File: config.mk
export PLATFORM = sky130hd
export DESIGN_NAME = sdac_cmd_rx
export DESIGN_NICKNAME = d
export VERILOG_FILES = /design/src/rtl/sdac_pkg.sv /design/src/rtl/sdac_sync.sv /design/src/rtl/sdac_edge.sv /design/src/rtl/sdac_framer.sv /design/src/rtl/sdac_cmd_rx.sv
export SDC_FILE = /design/constraint.sdc
export NUM_CORES = 1
export LEC_CHECK = 0
export BUFFER_PORTS_ARGS = -buffer_cell sky130_fd_sc_hd__buf_2
export CORE_MARGIN = 5
export CORE_UTILIZATION = 45
export DETAILED_ROUTE_END_ITERATION = 10
export HOLD_SLACK_MARGIN = 0.15
export SYNTH_ARGS = -nofsm -noshare
export SYNTH_HDL_FRONTEND = slang
export SYNTH_SLANG_ARGS = --single-unit
File: constraint.sdc
create_clock -name clk -period 4.05 [get_ports clk]
set_input_delay 0 -clock clk [delete_from_list [all_inputs] [get_ports clk]]
set_output_delay 0 -clock clk [all_outputs]
set_load 0.05 [all_outputs]
File: src/rtl/sdac_pkg.sv
package sdac_pkg;
  localparam int WORD_W   = 16;
  localparam int CODE_W   = 8;
  localparam int CODE_LSB = 4;
  localparam int PAD_W    = 4;
  localparam int FAST_BIT = 14;
  localparam int PDN_BIT  = 13;
  localparam int CNT_W    = $clog2(WORD_W + 1);

  typedef struct packed {
    logic [CODE_W-1:0] code;
    logic              fast;
    logic              pdown;
    logic              bad_pad;
  } dac_cfg_t;

  function automatic dac_cfg_t split_word(input logic [WORD_W-1:0] w);
    dac_cfg_t c;
    c.code    = w[CODE_LSB +: CODE_W];
    c.fast    = w[FAST_BIT];
    c.pdown   = w[PDN_BIT];
    c.bad_pad = |w[PAD_W-1:0];
    return c;
  endfunction
endpackage

File: src/rtl/sdac_sync.sv
module sdac_sync #(
  parameter int             W       = 4,
  parameter int             STAGES  = 2,
  parameter logic [W-1:0]   RST_VAL = '0
) (
  input  logic         clk,
  input  logic         rst_n,
  input  logic [W-1:0] d,
  output logic [W-1:0] q
);
  logic [W-1:0] chain [STAGES];

  for (genvar g = 0; g < STAGES; g++) begin : g_stage
    if (g == 0) begin : g_first
      always_ff @(posedge clk or negedge rst_n) begin
        if (!rst_n) chain[g] <= RST_VAL;
        else        chain[g] <= d;
      end
    end else begin : g_next
      always_ff @(posedge clk or negedge rst_n) begin
        if (!rst_n) chain[g] <= RST_VAL;
        else        chain[g] <= chain[g-1];
      end
    end
  end

  assign q = chain[STAGES-1];
endmodule

File: src/rtl/sdac_edge.sv
module sdac_edge #(
  parameter int           W       = 3,
  parameter logic [W-1:0] RST_VAL = '1
) (
  input  logic         clk,
  input  logic         rst_n,
  input  logic [W-1:0] level,
  output logic [W-1:0] rise,
  output logic [W-1:0] fall
);
  logic [W-1:0] prev_q;

  always_ff @(posedge clk or negedge rst_n) begin
    if (!rst_n) prev_q <= RST_VAL;
    else        prev_q <= level;
  end

  assign rise = level & ~prev_q;
  assign fall = prev_q & ~level;
endmodule

File: src/rtl/sdac_framer.sv
module sdac_framer
  import sdac_pkg::*;
(
  input  logic              clk,
  input  logic              rst_n,
  input  logic              cs_n,
  input  logic              din,
  input  logic              cs_rise,
  input  logic              fs_rise,
  input  logic              fs_fall,
  input  logic              sck_rise,
  input  logic              sck_fall,
  output logic              commit,
  output logic [WORD_W-1:0] word
);
  logic              active_q;
  logic [CNT_W-1:0]  cnt_q;
  logic [WORD_W-1:0] sh_q;
  logic              full;
  logic              early_ok;

  assign full     = (cnt_q == CNT_W'(WORD_W));
  assign early_ok = fs_rise && (cnt_q != '0);

  always_comb begin
    commit = 1'b0;
    if (!cs_n && active_q && !fs_fall) begin
      if (fs_rise)              commit = early_ok;
      else if (full && sck_rise) commit = 1'b1;
    end
  end

  assign word = sh_q;

  always_ff @(posedge clk or negedge rst_n) begin
    if (!rst_n) begin
      active_q <= 1'b0;
      cnt_q    <= '0;
      sh_q     <= '0;
    end else if (cs_rise && active_q) begin
      active_q <= 1'b0;
    end else if (!cs_n) begin
      if (fs_fall) begin
        active_q <= 1'b1;
        cnt_q    <= '0;
        sh_q     <= '0;
      end else if (active_q) begin
        if (fs_rise) begin
          active_q <= 1'b0;
        end else if (full && sck_rise) begin
          active_q <= 1'b0;
        end else if (!full && sck_fall) begin
          sh_q  <= {sh_q[WORD_W-2:0], din};
          cnt_q <= cnt_q + 1'b1;
        end
      end
    end
  end

  p_cnt_bound_r3: assert property (@(posedge clk) disable iff (!rst_n)
    cnt_q <= CNT_W'(WORD_W));

  p_commit_in_frame_r4: assert property (@(posedge clk) disable iff (!rst_n)
    commit |-> active_q);

  p_abort_clears_r8: assert property (@(posedge clk) disable iff (!rst_n)
    (cs_rise && active_q) |=> !active_q);

  p_cs_gate_r2: assert property (@(posedge clk) disable iff (!rst_n)
    (cs_n && !cs_rise) |=> ($stable(active_q) && $stable(sh_q) && $stable(cnt_q)));
endmodule

File: src/rtl/sdac_cmd_rx.sv
module sdac_cmd_rx
  import sdac_pkg::*;
#(
  parameter int SYNC_STAGES = 2
) (
  input  logic              clk,
  input  logic              rst_n,
  input  logic              cs_n_i,
  input  logic              fs_i,
  input  logic              sclk_i,
  input  logic              sdata_i,
  output logic [CODE_W-1:0] code_o,
  output logic              fast_o,
  output logic              pdown_o,
  output logic              bad_pad_o,
  output logic              upd_o
);
  localparam int LINES = 4;
  localparam int EDGES = 3;

  logic [LINES-1:0]  raw_lines, sync_lines;
  logic [EDGES-1:0]  ev_rise, ev_fall;
  logic              s_din;
  logic              commit;
  logic [WORD_W-1:0] word;
  dac_cfg_t          cfg_q;
  logic              upd_q;

  assign raw_lines = {sdata_i, sclk_i, fs_i, cs_n_i};

  sdac_sync #(
    .W(LINES), .STAGES(SYNC_STAGES), .RST_VAL(4'b0111)
  ) u_sync (
    .clk(clk), .rst_n(rst_n), .d(raw_lines), .q(sync_lines)
  );

  assign s_din = sync_lines[3];

  sdac_edge #(
    .W(EDGES), .RST_VAL(3'b111)
  ) u_edge (
    .clk(clk), .rst_n(rst_n), .level(sync_lines[2:0]),
    .rise(ev_rise), .fall(ev_fall)
  );

  sdac_framer u_framer (
    .clk(clk), .rst_n(rst_n),
    .cs_n(sync_lines[0]), .din(s_din),
    .cs_rise(ev_rise[0]),
    .fs_rise(ev_rise[1]), .fs_fall(ev_fall[1]),
    .sck_rise(ev_rise[2]), .sck_fall(ev_fall[2]),
    .commit(commit), .word(word)
  );

  always_ff @(posedge clk or negedge rst_n) begin
    if (!rst_n) begin
      cfg_q <= '0;
      upd_q <= 1'b0;
    end else begin
      upd_q <= commit;
      if (commit) cfg_q <= split_word(word);
    end
  end

  assign code_o    = cfg_q.code;
  assign fast_o    = cfg_q.fast;
  assign pdown_o   = cfg_q.pdown;
  assign bad_pad_o = cfg_q.bad_pad;
  assign upd_o     = upd_q;

  p_upd_single_r7: assert property (@(posedge clk) disable iff (!rst_n)
    upd_o |=> !upd_o);

  p_hold_without_load_r7: assert property (@(posedge clk) disable iff (!rst_n)
    !upd_o |-> ($stable(code_o) && $stable(fast_o) && $stable(pdown_o) && $stable(bad_pad_o)));
endmodule

# Word level (Yosys, flattened, before mapping)
# Cells that the tools add are included.
# word_totals
ff_bits	44
input_bits	6
output_inout_bits	12
elab_cells	55
# classes
n_addsub	1
eq_ne	4
mux	19
bitwise	6
reduce_logical	14
# ops
operator	n
two-way mux 15 bit	5
two-way mux 5 bit	5
two-way mux 1 bit	9
AND 3 bit	2
logical AND 1 bit	6
NOT 3 bit	2
AND reduction 6 bit	1
adder 5 x 1 -> 5 bit (second input constant)	1
== test 5 bit (second input constant)	1
nonzero test 5 bit	1
!= test 2 x 1 -> 1 bit (second input constant)	2
nonzero test 2 bit	2
OR reduction 4 bit	1
zero test 1 bit	3
!= test 2 bit (second input constant)	1
NOT 1 bit	2

# Longest topological paths before layout
# logic_depth
ltp_word	9
depth_mapped	7
depth_no_buf	6

# Hierarchy
# From an unflattened synthesis, not the netlist that was laid out.
# unflattened
cells_unflattened	165
area_unflattened_um2	1946.9
# by_module_without_submodules
mod	instances	cells_per_inst	area_per_inst_um2	seq_area_each_um2
sdac_framer	1	118	1108.6	550.5
sdac_cmd_rx	1	26	469.2	300.3
sdac_sync	1	12	237.7	207.7
sdac_edge	1	9	131.4	78.8

# Worst setup path before layout
# Ideal clock, no wire load.
# synth_timing
kind	register -> register
startpoint	register u_framer.cnt_q[0]
endpoint	register cfg_q (netlist bit bad_pad_o)
setup_ps	125
t_arrival_ps	1791
path_slack_ps	2134
stages_incl_launch_ff	8
n_path_buf	1
synth_period_minus_slack_ps	1916
cell_sequence	dfrtp_1 inv_1 ha_1 or3b_4 o211a_1 o211ai_2 buf_6 mux2_4
# synth_via
elab_chain_cells	5
# synth_lines
item	line_no	text
start: declaration	sdac_framer.sv:17	logic [CNT_W-1:0] cnt_q;
start signal: assignment	sdac_framer.sv:54	cnt_q <= cnt_q + 1'b1;
== test 5 bit	sdac_framer.sv:22	assign full = (cnt_q == CNT_W'(WORD_W));
logical AND 1 bit	sdac_framer.sv:29	else if (full && sck_rise) commit = 1'b1;
two-way mux 1 bit	sdac_framer.sv:29	
two-way mux 1 bit *	sdac_framer.sv:28	if (fs_rise) commit = early_ok;
two-way mux 1 bit *	sdac_framer.sv:27	if (!cs_n && active_q && !fs_fall) begin
end signal: assignment	sdac_cmd_rx.sv:61	if (commit) cfg_q <= split_word(word);
end: declaration	sdac_cmd_rx.sv:26	dac_cfg_t cfg_q;
# Mark *: on every way between the ends. The rest lies on a longest branch, timed or not.
# A chain may end at the register's enable or synchronous reset.

# Worst setup path after layout
# layout_timing
startpoint	register u_framer.cnt_q[1]
endpoint	register cfg_q (netlist bit code_o[0])
# Same word-level chain as after synthesis.

==> results.cfg <==
[worst_setup_path]
rr_startpoint = u_framer.cnt_q[1]
crit_path_max_incr_delay_ns = 0.45
crit_chain = inv_1, ha_1, or3b_4, o21ai_1, o211ai_2, mux2_1
r2r_end = code_o[0]
cp_slowest_cell = mux2_1
r2r_setup_slack_ns = 1.81
cp-end-kind = flop
critical_path_arrival_ns = 2.42
start_kind = flop
r2r_cells = 6
cp-endpoint = code_o[0]
crit_path_start = u_framer.cnt_q[1]
required_ns = 4.22
path_class = flop to flop
cp_max_fo = 12

[logic_synthesis]
synth_compound_area_share_pct = 14.7
async_flop_share_pct = 100
yosysSeqAreaShare_pct = 63.3
synthDistinctLibCells = 35
yosys.area.top_type = dfrtp_1
synth-edff-count = 0
syn_nets = 125
netlist_instances = 117
synth_fa_ha_area_share_pct = 1.42
synth_xor_area_share_pct = 0
synth_top_family_by_area = compound AO/OA/AOI/OAI gates
synth_area_um2 = 1760
synth_seq_cells = 44
yosysWarnings = 0
synthTopCellsByArea = dfrtp_1 50%, dfstp_2 13%, a22o_1 8.0%, mux2_4 7.7%, mux2_1 1.9%
synthMuxAreaShare_pct = 9.61
syn_area_per_cell_um2 = 15.0
synthFlopType = dfrtp_1
synth_top_area_share_pct = 49.8
synth_simple_gate_area_share_pct = 8.11

[sta]
worst_slew_pin_slew_ns = 0.973
drv_slew = 0
finalClockSkew_ns = 0.00604
relSlewSlack_pct = 34.8
tns_ns = 0
fin_crit_sh_pct = 55.4
worst_slack_ns = 1.81
rsz0062_at_grt = no
hold_viol_final = 0
setup_viol = 0
finalCriticalPeriod_ns = 2.24
timing.fmax_mhz = 446

[floorplanning]
start_util_pct = 47.3
die_h_um = 72.5
fp.dieW_um = 72.5
die-area_um2 = 5260
io_pins = 18
core-area_um2 = 3720
rows = 22

[placement]
place_congestion = 0.862
portBuffers = 17
place_hpwl_um = 1820
place_area_um2 = 1880
preCtsSetupSlack_ns = 1.84

[routing]
drt-wirelength-per-cell_um = 14.8
wl_met2_um = 1180
routed_wl_um = 2830
firstDrtPassIters = 4
via_count = 1029
dr_wl_met3_um = 138
met1_length_um = 1450
vias_per_cell = 5.39
drc = 0
drt_iter0_markers = 72
drtAntennaViolNets = 0
top_layer_used = met4

[grt]
grt_pass1_wl_um = 4930
globalRouteOverflowTotal = 0
grt_max_degree = 45
antenna_found_initial = 0
grt_pass1_vias = 1009
grt.total_usage_pct = 12.3

[pwr]
powerDensity_nw_per_um2 = 393
peakVddDrop_uv = 278
p_leak_nw = 1.01

[final_layout]
regArea_um2 = 1110
layout_common_cells = 35 x dfrtp_1, 17 x buf_2, 16 x a22o_1
drive_gt1_share_pct = 35.7
n_fill_cell = 320
n_antenna_cell = 0
final_common_cell = dfrtp_1
final_nets = 150
multi_input_area_um2 = 596
area_growth_pct = 14.4
finalInstanceArea_um2 = 2010

[flow_run]
cap_violations = 0

[clock_tree]
cts_root_buffer = clkbuf_8
cts_tree = done
clock-sinks = 44
cts_buffers = 5
worstSkewPairLatency_ns = 0.29
cts_buffer_depth = 2
post_cts_buffers = 0
htree_num_levels = 2
clk_pin_slew_worst_paths_ns = 0.08

[worst_hold_path]
min_path_type = input pin to flop

[outcome]
outcome = finished, final reports clean
per-layer routing:
layer	vias up	global-route usage, %
met4	0	5.94
met2	18	15.3
met3	5	4.71
met1	515	18.4
met5	-	0
li1	491	-
kinds of logic (layout without fill, tap and decap cells):
group	count (synthesis)	in the layout
DFF	44	44
AOI/OAI and AO/OA	28	28
and+or+nand+nor	21	21
muxes	12	12
buffers and inverters	10	36
adders and majority gates	2	2
power breakdown:
group          switching [mW]  total, mW  leakage, nW  internal [mW]
registers              0.0134      0.469        0.577          0.456
clock network           0.141      0.262       0.0412          0.120
logic                  0.0346     0.0603        0.388         0.0257
metrics by stage:
step | power (mW) | cells | utilization (%) | hold slack (ns)
after global placement | 0.533 | 178 | 50.5 | 0.106
after CTS | 0.804 | 191 | 54.1 | 0.340
after global routing | 0.829 | 191 | 54.1 | 0.339
after floorplan | 0.515 | 117 | - | -0.296
after detailed placement | 0.534 | 178 | 50.5 | 0.106
final | 0.791 | 191 | 54.1 | 0.351
cell type report:
class                   instances  share of cell area, %
clock buffers                   6                   3.61
inverters                       6                   1.12
well taps                      48                   2.99
clock inverters                 2                  0.622
flip-flops and latches         44                   55.3
repair buffers                 22                   6.72
multi-input cells              63                   29.6
critical path, delay by kind of cell, from the launching register on:
kind	cells	cell delay [ns]
fa+ha+maj	1	0.15
simple gates	1	0.42
flops	1	0.44
mux	1	0.45
compound gates	2	0.58
buf+inv	1	0.08
Yosys cell counts (2+ instances only):
master    count
dfrtp_1      35
a22o_1       16
dfstp_2       9
mux2_4        9
inv_1         5
mux2_1        3
nand2_1       3
ha_1          2
nand2b_1      2
nand3_1       2
nand4_1       2
nor2b_1       2
nor3_1        2
nor3_2        2
o211ai_1      2
or3_1         2
state kept, by name (all words and copies together), names as in the netlist:
name	cells
pdown_o	1
u_edge.prev_q	3
bad_pad_o	1
code_o	8
u_framer.word	15
fast_o	1
u_sync.q	4
u_framer.active_q	1
u_framer.cnt_q	5
u_sync.chain	4
upd_o	1
worst min path at each step:
stage / from / endpoint / slack [ns] / depth (start not counted)
2_1_floorplan: rst_n / bad_pad_o / -0.30 / 0
3_3_place_gp: cs_n_i / u_sync.chain[4] / 0.11 / 1
3_5_place_dp: fs_i / u_sync.chain[5] / 0.11 / 1
4_1_cts: cs_n_i / u_sync.chain[4] / 0.34 / 2
5_1_grt: sdata_i / u_sync.chain[7] / 0.34 / 2
6_report: fs_i / u_sync.chain[5] / 0.35 / 2
timing repair:
item | 4_1_cts | 5_1_grt
hold buffers | 5 | 0
endpoints found under the setup margin | 0 | 0
gates resized for setup | 0 | 0
hold endpoints to repair | 39 | 0
Note: power is estimated with default switching activity, not from simulation.
